`src/rtl/trace_fwd_pkg.sv`:
```
package trace_fwd_pkg;
  localparam int unsigned ADDR_W = 32;
  localparam int unsigned DATA_W = 32;

  typedef struct packed {
    logic              sig;
    logic [ADDR_W-1:0] addr;
    logic [DATA_W-1:0] data;
  } entry_t;

  localparam int unsigned ENTRY_W = $bits(entry_t);
endpackage

```
`src/rtl/trace_fwd_phase.sv`:
```
module trace_fwd_phase #(
  parameter int unsigned KW = 8
) (
  input  logic          clk_i,
  input  logic          rst_ni,
  input  logic          start_i,
  input  logic          step_i,
  input  logic          sig_i,
  input  logic [KW-1:0] k_i,
  output logic          sel_o
);
  localparam logic [KW-1:0] ONE = KW'(1);

  logic [KW-1:0] cnt_q, cur, nxt;

  // start aligns the current fetch to phase 1
  assign cur = start_i ? ONE : cnt_q;
  // >= also recovers when K shrinks below the current phase
  assign nxt = (cur >= k_i) ? ONE : cur + ONE;
  assign sel_o = step_i && (sig_i || cur == ONE);

  always_ff @(posedge clk_i or negedge rst_ni) begin
    if (!rst_ni)      cnt_q <= ONE;
    else if (step_i)  cnt_q <= nxt;
    else if (start_i) cnt_q <= ONE;
  end
endmodule

```
`src/rtl/trace_fwd_fifo.sv`:
```
module trace_fwd_fifo #(
  parameter int unsigned W     = 65,
  parameter int unsigned DEPTH = 4
) (
  input  logic         clk_i,
  input  logic         rst_ni,
  input  logic         push_i,
  input  logic [W-1:0] wdata_i,
  input  logic         pop_i,
  output logic [W-1:0] rdata_o,
  output logic         valid_o,
  output logic         drop_o
);
  localparam int unsigned PW = (DEPTH > 1) ? $clog2(DEPTH) : 1;
  localparam int unsigned CW = $clog2(DEPTH + 1);
  localparam logic [CW-1:0] FULL_CNT = CW'(DEPTH);
  localparam logic [PW-1:0] LAST = PW'(DEPTH - 1);

  logic [W-1:0]  mem_q [DEPTH];
  logic [PW-1:0] wr_q, rd_q;
  logic [CW-1:0] cnt_q;
  logic          full, do_pop, do_push;

  assign full    = (cnt_q == FULL_CNT);
  assign valid_o = (cnt_q != '0);
  assign do_pop  = pop_i && valid_o;
  assign do_push = push_i && (!full || do_pop);
  assign drop_o  = push_i && full && !do_pop;
  assign rdata_o = mem_q[rd_q];

  always_ff @(posedge clk_i or negedge rst_ni) begin
    if (!rst_ni) begin
      wr_q  <= '0;
      rd_q  <= '0;
      cnt_q <= '0;
    end else begin
      if (do_push) wr_q <= (wr_q == LAST) ? '0 : wr_q + PW'(1);
      if (do_pop)  rd_q <= (rd_q == LAST) ? '0 : rd_q + PW'(1);
      case ({do_push, do_pop})
        2'b10:   cnt_q <= cnt_q + CW'(1);
        2'b01:   cnt_q <= cnt_q - CW'(1);
        default: cnt_q <= cnt_q;
      endcase
    end
  end

  for (genvar g = 0; g < DEPTH; g++) begin : g_slot
    always_ff @(posedge clk_i or negedge rst_ni) begin
      if (!rst_ni)                             mem_q[g] <= '0;
      else if (do_push && wr_q == PW'(g))      mem_q[g] <= wdata_i;
    end
  end
endmodule

```
`src/rtl/trace_fwd.sv`:
```
module trace_fwd #(
  parameter int unsigned KW    = 8,
  parameter int unsigned DEPTH = 4
) (
  input  logic                               clk_i,
  input  logic                               rst_ni,
  input  logic                               start_i,
  input  logic [KW-1:0]                      k_i,
  input  logic                               fetch_valid_i,
  input  logic                               fetch_sig_i,
  input  logic [trace_fwd_pkg::ADDR_W-1:0]   fetch_addr_i,
  input  logic [trace_fwd_pkg::DATA_W-1:0]   fetch_data_i,
  output logic                               out_valid_o,
  input  logic                               out_ready_i,
  output logic [trace_fwd_pkg::ADDR_W-1:0]   out_addr_o,
  output logic [trace_fwd_pkg::DATA_W-1:0]   out_data_o,
  output logic                               out_sig_o,
  output logic                               overflow_o
);
  import trace_fwd_pkg::*;

  logic   sel, drop, ovf_q;
  entry_t wr_e, rd_e;

  trace_fwd_phase #(.KW(KW)) u_phase (
    .clk_i   (clk_i),
    .rst_ni  (rst_ni),
    .start_i (start_i),
    .step_i  (fetch_valid_i),
    .sig_i   (fetch_sig_i),
    .k_i     (k_i),
    .sel_o   (sel)
  );

  assign wr_e = '{sig: fetch_sig_i, addr: fetch_addr_i, data: fetch_data_i};

  trace_fwd_fifo #(.W(ENTRY_W), .DEPTH(DEPTH)) u_fifo (
    .clk_i   (clk_i),
    .rst_ni  (rst_ni),
    .push_i  (sel),
    .wdata_i (wr_e),
    .pop_i   (out_ready_i),
    .rdata_o (rd_e),
    .valid_o (out_valid_o),
    .drop_o  (drop)
  );

  always_ff @(posedge clk_i or negedge rst_ni) begin
    if (!rst_ni)      ovf_q <= 1'b0;
    else if (drop)    ovf_q <= 1'b1;
    else if (start_i) ovf_q <= 1'b0;
  end

  assign overflow_o = ovf_q;
  assign out_addr_o = rd_e.addr;
  assign out_data_o = rd_e.data;
  assign out_sig_o  = rd_e.sig;
endmodule

```
`config.mk`:
```
export PLATFORM = sky130hd
export DESIGN_NAME = trace_fwd
export DESIGN_NICKNAME = d
export VERILOG_FILES = /design/src/rtl/trace_fwd_pkg.sv /design/src/rtl/trace_fwd_phase.sv /design/src/rtl/trace_fwd_fifo.sv /design/src/rtl/trace_fwd.sv
export SDC_FILE = /design/constraint.sdc
export NUM_CORES = 1
export LEC_CHECK = 0
export BUFFER_PORTS_ARGS = -buffer_cell sky130_fd_sc_hd__clkbuf_2
export CORE_UTILIZATION = 30
export DETAILED_ROUTE_END_ITERATION = 16
export SLEW_MARGIN = 0
export SYNTH_ARGS = -nofsm -noshare
export SYNTH_HDL_FRONTEND = slang
export SYNTH_SLANG_ARGS = --single-unit
```
`constraint.sdc`:
```
create_clock -name clk_i -period 2.9 [get_ports clk_i]
set_input_delay 0.145 -clock clk_i [delete_from_list [all_inputs] [get_ports clk_i]]
set_output_delay 0.145 -clock clk_i [all_outputs]
set_load 0.01 [all_outputs]
```
; After elaboration in Yosys (flattened, before gate mapping)
; Index checks and enable logic that the tools add are counted.
[totals]
ff_bits = 276
out_inout_bits = 67
wordCells = 53
inputBits = 78
[op_classes]
n_reduce_logical = 17
magnitude_cmp = 2
eq_ne = 8
addsub = 5
bitwise = 1
muxes = 11
[ops]
columns = operator, n
row1 = $bmux 65 s2, 1
row2 = $mux 65, 2
row3 = $mux 8, 3
row4 = $logic_and 1x1->1, 9
row5 = $add 8x1->8 const B, 1
row6 = $eq 2x2->1 const B, 4
row7 = $eq 8x1->1 const B, 1
row8 = $ge 8x8->1, 1
row9 = $pmux 3 s2, 1
row10 = $add 2x1->2 const B, 2
row11 = $eq 2x1->1 const B, 2
row12 = $mux 2, 2
row13 = $reduce_bool 2->1, 2
row14 = $add 3x1->3 const B, 1
row15 = $eq 3x3->1 const B, 1
row16 = $ge 3x3->1 const B, 1
row17 = $not 2->3, 1
row18 = $reduce_bool 3->1, 1
row19 = $sub 3x1->3 const B, 1
row20 = $logic_not 1->1, 2
row21 = $logic_not 2->1, 1
row22 = $logic_or 1x1->1, 2
row23 = $mux 1, 2

; Logic depth before layout (Yosys ltp)
; Gate-level depths: netlist (run 1).
[depth]
depth_word = 7
depth_mapped = 8
depth_no_buf = 8

; Hierarchy
; Synthesis (run 1) repeated with hierarchy kept, for this count alone.
[hier_totals]
hier_cells = 764
area_unflattened_um2 = 12519.5
[modules_own_cells]
columns = module, seq_area_each_um2, cells_per_inst, n_inst, area_per_inst_um2
row1 = trace_fwd_fifo, 6681.4, 685, 1, 11802.6
row2 = trace_fwd_phase, 201.4, 76, 1, 680.7
row3 = trace_fwd, 25.0, 3, 1, 36.3

; Least setup slack after synthesis (run 1)
; Ideal clock, no wire load.
[synth_timing]
path_type = flip-flop to flip-flop
from = register u_phase.cnt_q[0]
to = register u_fifo.cnt_q[1]
arrival_ns = 2.063
n_path_buf = 0
period_less_slack_ns = 2.166
setup_time_ns = 0.104
setup_slack_ns = 0.734
path_stages_with_launch = 9
required_time_ns = 2.796
cell_sequence = dfstp_2 nor4b_2 a211o_1 a21oi_1 fa_1 o21ai_0 a21oi_1 o22ai_1 a221oi_1
[synth_between]
elab_chain_cells = 7
elab_cells_between_ends = 9
classes_between = 3 x eq/ne / 2 x mux / 4 x reduce/logical
[synth_lines]
columns = element, line
row1 = "start, declared", trace_fwd_phase.sv:14  ; logic [KW-1:0] cnt_q, cur, nxt;
row2 = "start signal, assigned", trace_fwd_phase.sv:24  ; else if (step_i) cnt_q <= nxt;
row3 = $mux 8 (*), --
row4 = $eq 8x1->1 (*), trace_fwd_phase.sv:20  ; assign sel_o = step_i && (sig_i || cur == ONE);
row5 = $logic_or 1x1->1 (*), trace_fwd_phase.sv:20
row6 = $logic_and 1x1->1 (*), trace_fwd_phase.sv:20
row7 = $logic_and 1x1->1 (*), trace_fwd_fifo.sv:27  ; assign do_push = push_i && (!full || do_pop);
row8 = $eq 2x1->1 or $eq 2x2->1 (tied branches), trace_fwd_fifo.sv:39  ; case ({do_push, do_pop})
row9 = $pmux 3 s2 or $reduce_bool 2->1 (tied branches), --
row10 = "end signal, assigned", trace_fwd_fifo.sv:40  ; 2'b10: cnt_q <= cnt_q + CW'(1);
row11 = "end signal, assigned", trace_fwd_fifo.sv:41  ; 2'b01: cnt_q <= cnt_q - CW'(1);
row12 = "end signal, assigned", trace_fwd_fifo.sv:42  ; default: cnt_q <= cnt_q;
row13 = "end, declared", trace_fwd_fifo.sv:21  ; logic [CW-1:0] cnt_q;
; Mark *: on every way between the ends. The rest lies on a longest branch, timed or not.
; A chain may end at the register's enable or synchronous reset.

; Worst setup path in the final report (run 1)
[layout_timing]
from = register u_phase.cnt_q[0]
to = register u_fifo.mem_q[229] in the netlist's numbering
[layout_between]
elab_chain_cells = 6
[layout_lines]
columns = element, line
row1 = $mux 8, --
row2 = $eq 8x1->1, trace_fwd_phase.sv:20
row3 = $logic_or 1x1->1, trace_fwd_phase.sv:20
row4 = $logic_and 1x1->1, trace_fwd_phase.sv:20
row5 = $logic_and 1x1->1, trace_fwd_fifo.sv:27
row6 = $logic_and 1x1->1, trace_fwd_fifo.sv:50  ; else if (do_push && wr_q == PW'(g)) mem_q[g] <= wdata_i;
row7 = "end signal, assigned by index", trace_fwd_fifo.sv:50
row8 = "end, declared", trace_fwd_fifo.sv:19  ; logic [W-1:0] mem_q [DEPTH];
; No other way between the ends.

==> flow_metrics.tcl, run 1 <==
set metrics [dict create \
    p_per_area_mw_per_mm2 1155 \
    endpoint_kind "flip-flop" \
    fillers 4099 \
    power_w 0.01901 \
    n_antenna_cell 0 \
    holdCritStartpoint "k_i[2]" \
    grt_usage_pct 13.40 \
    synth_enable_flop_cells 0 \
    ys.flop_type "dfrtp_1" \
    worst_hold_path_type "in -> reg" \
    r2r_cells 6 \
    p_sw_share_pct 30.65 \
    max_cap_violations 0 \
    synth_area_mm2 0.01330 \
    overflow 0 \
    setup_viol 0 \
    grt_max_degree 82 \
    first_global_vias 8271 \
    clock_skew_ns 0.02132 \
    grt_pass1_wl_mm 47.57 \
    antenna_left 0 \
    r2r_slack_ns 0.45 \
    timing.hold.ws_ns 0.08829 \
    drtPass1Iterations 6 \
    critPathCapture "u_fifo.mem_q[229]$_DFFE_PN0P_" \
    place.gp.congestion 0.7386 \
    ys_ff_latch 276 \
    post_drt_via_cell_ratio 4.636 \
    r2r_start "u_phase.cnt_q[0]$_DFF_PN1_" \
    peakVddDrop_mv 0.4634 \
    nNetsFinal 1090 \
    tns_ns 0 \
    reg2reg_to "u_fifo.mem_q[229]$_DFFE_PN0P_" \
    cp-startpoint "u_phase.cnt_q[0]$_DFF_PN1_" \
    numCtsBuffers 31 \
    cts_buffer_depth 3 \
    status "finished, final reports clean" \
    path_class "reg -> reg" \
    fin_crit_sh_pct 84.36 \
    ys_warn_count 0 \
    seqPwrFrac_pct 36.8 \
    area_delta_synth_final_pct 23.73 \
    wl_per_cell_um 18.28 \
    clock-sinks 276 \
    syn-num-nets 868 \
    htree_levels 1 \
    die_h_um 212.5 \
    path_clk_slew_ns 0.06 \
    period_minus_slack_ns 2.446 \
    routed_wirelength_mm 29.34 \
    avgSynthCellArea_um2 17.14 \
    ys_async_sr_fraction_pct 100.0 \
    tightest_slew_ns 0.6794 \
    p_clk_share_pct 21.4 \
    startpoint_type "flip-flop" \
    ys_seq_area_share_pct 51.95 \
    layout-drive-gt1-share_pct 54.31 \
    clock_latency_ns 0.59 \
    clock-root-buffer "clkbuf_16" \
    maxSlewViolCount 0 \
    synth_cells 776 \
    power_leakage_nw 7.826 \
    slew_headroom_pct 54.23 \
    drc 0 \
    max_freq_mhz 408.7 \
    rows 76 \
    cts_tree "done" \
    fp.dieArea_mm2 0.04517 \
    intPower_w 0.01318 \
    combPwrFrac_pct 41.8 \
    hpwl_mm 17.76 \
    critPathMaxFanout 27 \
    port_buffers 144 \
    cts_setup_buffers 0 \
    yosysUniqueCellTypes 46 \
    vias 7441 \
    rsz0062_at_grt "no" \
    antenna_found_initial 0 \
    p_sw_w 0.005826 \
    initial_utilization_pct 30.67 \
    finish.utilization_pct 37.94 \
    cts-resized-gates 0 \
    crit_required_ns 3.35 \
    drtIter0Drc 432 \
    coreArea_mm2 0.04336 \
    die_x_um 212.5 \
    hold_viol 0 \
    ios 145 \
    arrival_ns 2.90 \
]
## state kept, by name, summed over array words and instances, names as in the netlist
register       cells
u_fifo.mem_q     260
u_phase.cnt_q      8
u_fifo.cnt_q       3
u_fifo.rd_q        2
u_fifo.wr_q        2
overflow_o         1
## metrics by stage
| step | instances | instance area [um^2] | setup WS (ns) |
|---|---|---|---|
| 2_1_floorplan | 776 | 13300 | 0.7336 |
| 3_3_place_gp | 1481 | 14720 | 0.4952 |
| 3_5_place_dp | 1481 | 14720 | 0.4414 |
| 4_1_cts | 1605 | 16450 | 0.3860 |
| 5_1_grt | 1605 | 16450 | 0.2886 |
| 6_report | 1605 | 16450 | 0.4535 |
## what timing repair did
item                                    4_1_cts  5_1_grt
hold buffers                                 69        0
endpoints found under the hold margin       345        0
endpoints found under the setup margin        0        0
## power groups by stage
stage	Combinational (W)	Clock [W]	Sequential (W)
after CTS	0.00810	0.00422	0.00700
after detailed placement	0.00801	0	0.00701
after global routing	0.00854	0.00438	0.00725
final	0.00794	0.00407	0.00700
after global placement	0.00787	0	0.00696
after floorplan	0.00615	0	0.00648
## how the worst min path moves through the flow
stage,endpoint,slack (ns),cells after the start
4_1_cts,u_phase.cnt_q[2]$_DFF_PN0_,0.05,4
3_3_place_gp,u_fifo.mem_q[176]$_DFFE_PN0P_,0.19,1
6_report,u_phase.cnt_q[2]$_DFF_PN0_,0.09,4
3_5_place_dp,u_fifo.mem_q[176]$_DFFE_PN0P_,0.20,1
2_1_floorplan,overflow_o$_DFFE_PN0P_,-0.15,0
5_1_grt,u_phase.cnt_q[4]$_DFF_PN0_,0.1,4
## cell type report
cell class	instances	area (um^2)	area share, %
inverter	14	52.55	0.3194
sequential	276	6915	42.03
timing repair buffer	236	1719	10.45
clock buffer	42	857.1	5.209
tap	585	732.0	4.449
multi-input combinational	439	5991	36.41
clock inverter	13	186.4	1.133
## layer usage
layer	wire (um)	vias to the layer above	GRT usage, %
met2	13590	130	21.28
li1	-	3324	-
met4	452	0	3.175
met5	0	-	0
met1	13890	3948	18.67
met3	1412	39	2.777
## critical path, cell delays in order (launching register included)
cell      delay [ns]
dfstp_2         0.54
nor4b_2         0.28
a211oi_2        0.18
nor3_4          0.45
nand2_4         0.25
buf_12          0.27
mux2_4          0.32
## cells in the final DEF (no fill, tap or decap), types with 5 or more instances in the layout
cell / count
mux2_2: 62
clkbuf_1: 7
buf_4: 13
a21oi_1: 8
clkbuf_16: 31
inv_1: 14
nor2b_1: 6
buf_12: 10
nor3_1: 5
o21ai_0: 8
clkinv_2: 6
nand2_1: 10
nor2_1: 7
dlygate4sd3_1: 69
mux4_2: 65
ha_1: 13
clkbuf_2: 143
mux2_4: 200
dfrtp_1: 273
## kinds of logic after synthesis
logic type / after synthesis / share of synthesized area, %
compound gates: 41 / 2.080
xor+xnor: 4 / 0.2634
mux: 328 / 38.92
buf+inv: 61 / 3.152
fa+ha+maj: 14 / 1.374
simple gates: 52 / 2.268
flops: 276 / 51.95
## Yosys cell counts (all sizes together), types with 7 or more instances
| cell type | n | area share (%) |
|---|---|---|
| dfrtp | 275 | 52 |
| mux2 | 262 | 28 |
| mux4 | 65 | 11 |
| buf | 37 | 2.5 |
| inv | 14 | 0.40 |
| nand2 | 14 | 0.47 |
| ha | 13 | 1.2 |
| clkbuf | 10 | 0.28 |
| a21oi | 8 | 0.30 |
| o21ai | 8 | 0.30 |
| nor2 | 7 | 0.20 |
(Power assumes the default switching activity.)
==> run 2, diff against run 1 <==
- clock period: 2.9 -> 2.1 ns (I/O delays scaled with it)
==> flow_metrics.tcl, run 2 (synthesis results as in run 1) <==
set metrics [dict create \
    status "finished with violations" \
    violations "negative setup slack" \
    tightest_slew_ns 0.5379 \
    setup_slack_ns -0.03879 \
    first_global_vias 8387 \
    vias 7653 \
    port_buffers 144 \
    path_class "reg -> reg" \
    arrival_ns 2.55 \
    grt_pass1_wl_mm 47.86 \
    r2r_slack_ns -0.04 \
    grt_max_degree 69 \
    path_clk_slew_ns 0.05 \
    antenna_found_initial 1 \
    layout_commonest_cell "dfrtp_1" \
    layout-drive-gt1-share_pct 56.66 \
    slew_headroom_pct 64.14 \
    max_cap_violations 0 \
    critPathMaxFanout 20 \
    hpwl_mm 18.49 \
    fillers 4041 \
    worst_hold_path_type "in -> reg" \
    clock_latency_ns 0.54 \
    regMostFlops "u_fifo.mem_q" \
    layout_common_cells "dfrtp_1, mux2_4, clkbuf_2" \
    final_cell_count_no_fill 1659 \
    peakVddDrop_mv 0.7002 \
    nNetsFinal 1142 \
    crit_required_ns 2.51 \
    p_per_area_mw_per_mm2 1572 \
    maxSlewViolCount 0 \
    rsz0062_at_grt "yes" \
    ios 145 \
    largest_register_ffs 260 \
    overflow 0 \
    numCtsBuffers 34 \
    htree_levels 2 \
    cts_tree "done" \
    area_delta_synth_final_pct 30.30 \
    routed_wirelength_mm 31.75 \
    grt_usage_pct 13.70 \
    clock_skew_ns 0.02124 \
    dpl.cell_count 1509 \
    cts_buffer_depth 3 \
    drc 0 \
    die_x_um 212.5 \
    drtPass1Iterations 4 \
    top_regs "u_fifo.mem_q: 260 flops, u_phase.cnt_q: 8 flops, u_fifo.cnt_q: 3 flops" \
    startpoint_type "flip-flop" \
    max_freq_mhz 467.6 \
    endpoint_kind "flip-flop" \
    hold_viol 0 \
    wl_per_cell_um 19.14 \
    setup_viol 154 \
    coreArea_mm2 0.04336 \
    rows 76 \
    drtIter0Drc 367 \
    placed_cell_area_mm2 0.01509 \
    power_leakage_nw 8.236 \
    die_h_um 212.5 \
    final_area_mm2 0.01733 \
    initial_utilization_pct 30.67 \
    clock-root-buffer "clkbuf_16" \
    period_minus_slack_ns 2.139 \
    fp.dieArea_mm2 0.04517 \
    place.gp.congestion 0.7479 \
    antenna_left 0 \
    clock-sinks 276 \
    fin_crit_sh_pct 101.8 \
    post_drt_via_cell_ratio 4.613 \
]
==> run 2: path summary, 6_finish.rpt <==
kind	start	endpoint	cells past startpoint
worst max register to register	u_phase.cnt_q[0]$_DFF_PN1_	u_fifo.mem_q[229]$_DFFE_PN0P_	8
max in group asynchronous	rst_ni	u_fifo.mem_q[137]$_DFFE_PN0P_	3
worst max-delay path	u_phase.cnt_q[0]$_DFF_PN1_	u_fifo.mem_q[229]$_DFFE_PN0P_	8
worst min register to register	u_fifo.mem_q[121]$_DFFE_PN0P_	u_fifo.mem_q[121]$_DFFE_PN0P_	1
min in group asynchronous	rst_ni	u_fifo.mem_q[239]$_DFFE_PN0P_	2
worst min-delay path	fetch_valid_i	u_phase.cnt_q[4]$_DFF_PN0_	4
==> run 2: power breakdown <==
part	total [W]	leakage [nW]	switching, W	internal (W)
Clock	0.00561	0.512	0.00228	0.00332
Sequential	0.00946	3.30	0.00146	0.00799
Combinational	0.0122	4.42	0.00465	0.00753
==> run 2: cell type report <==
type	count	area (um^2)	share of cell area, %
tap	585	732.0	4.224
clock inverter	8	86.33	0.4983
clock buffer	51	965.9	5.575
sequential	276	6915	39.91
multi-input combinational	440	6091	35.15
inverter	14	52.55	0.3033
antenna	1	2.502	0.01444
timing repair buffer	284	2481	14.32
==> run 2: critical path, stage by stage, from the launching register on <==
cell and delay (ns):
dfstp_2 0.55, nor4b_4 0.21, buf_4 0.15, a211oi_2 0.08, nor3_4 0.17, buf_12 0.20, nand2_8 0.12, buf_12 0.21
mux2_4 0.32
==> run 2: through the flow <==
stage	utilization, %	hold WS [ns]	setup TNS, ns	setup WS, ns	total power (W)
floorplan	-	-0.1906	-0.01668	-0.01668	0.01745
global placement	34.80	0.08992	-2.000	-0.09084	0.02085
detailed placement	34.80	0.09606	-5.263	-0.1167	0.02111
CTS	38.96	0.007243	-2.264	-0.07565	0.02718
global route	39.96	0.07851	-25.08	-0.1179	0.02885
finish	39.96	0.04361	-2.225	-0.03879	0.02724
==> run 2: layer usage <==
layer  wire length (um)  vias to the layer above  part of all wire, %  global-route usage (%)
met3               1610                       39                  5.1                   3.205
li1                   -                     3454                    -                       -
met2              14530                      166                   46                   21.40
met4                638                        0                  2.0                   4.763
met1              14970                     3994                   47                   18.57
met5                  0                        -                    0                       0
==> run 2: timing repair <==
item                                    CTS  global route
pin swaps                                 2             3
gates cloned                              1            15
hold endpoints to repair                472             0
hold buffers                             68             0
endpoints found under the setup margin  253           299
gates resized for setup                   8            22
setup buffers                             2             4
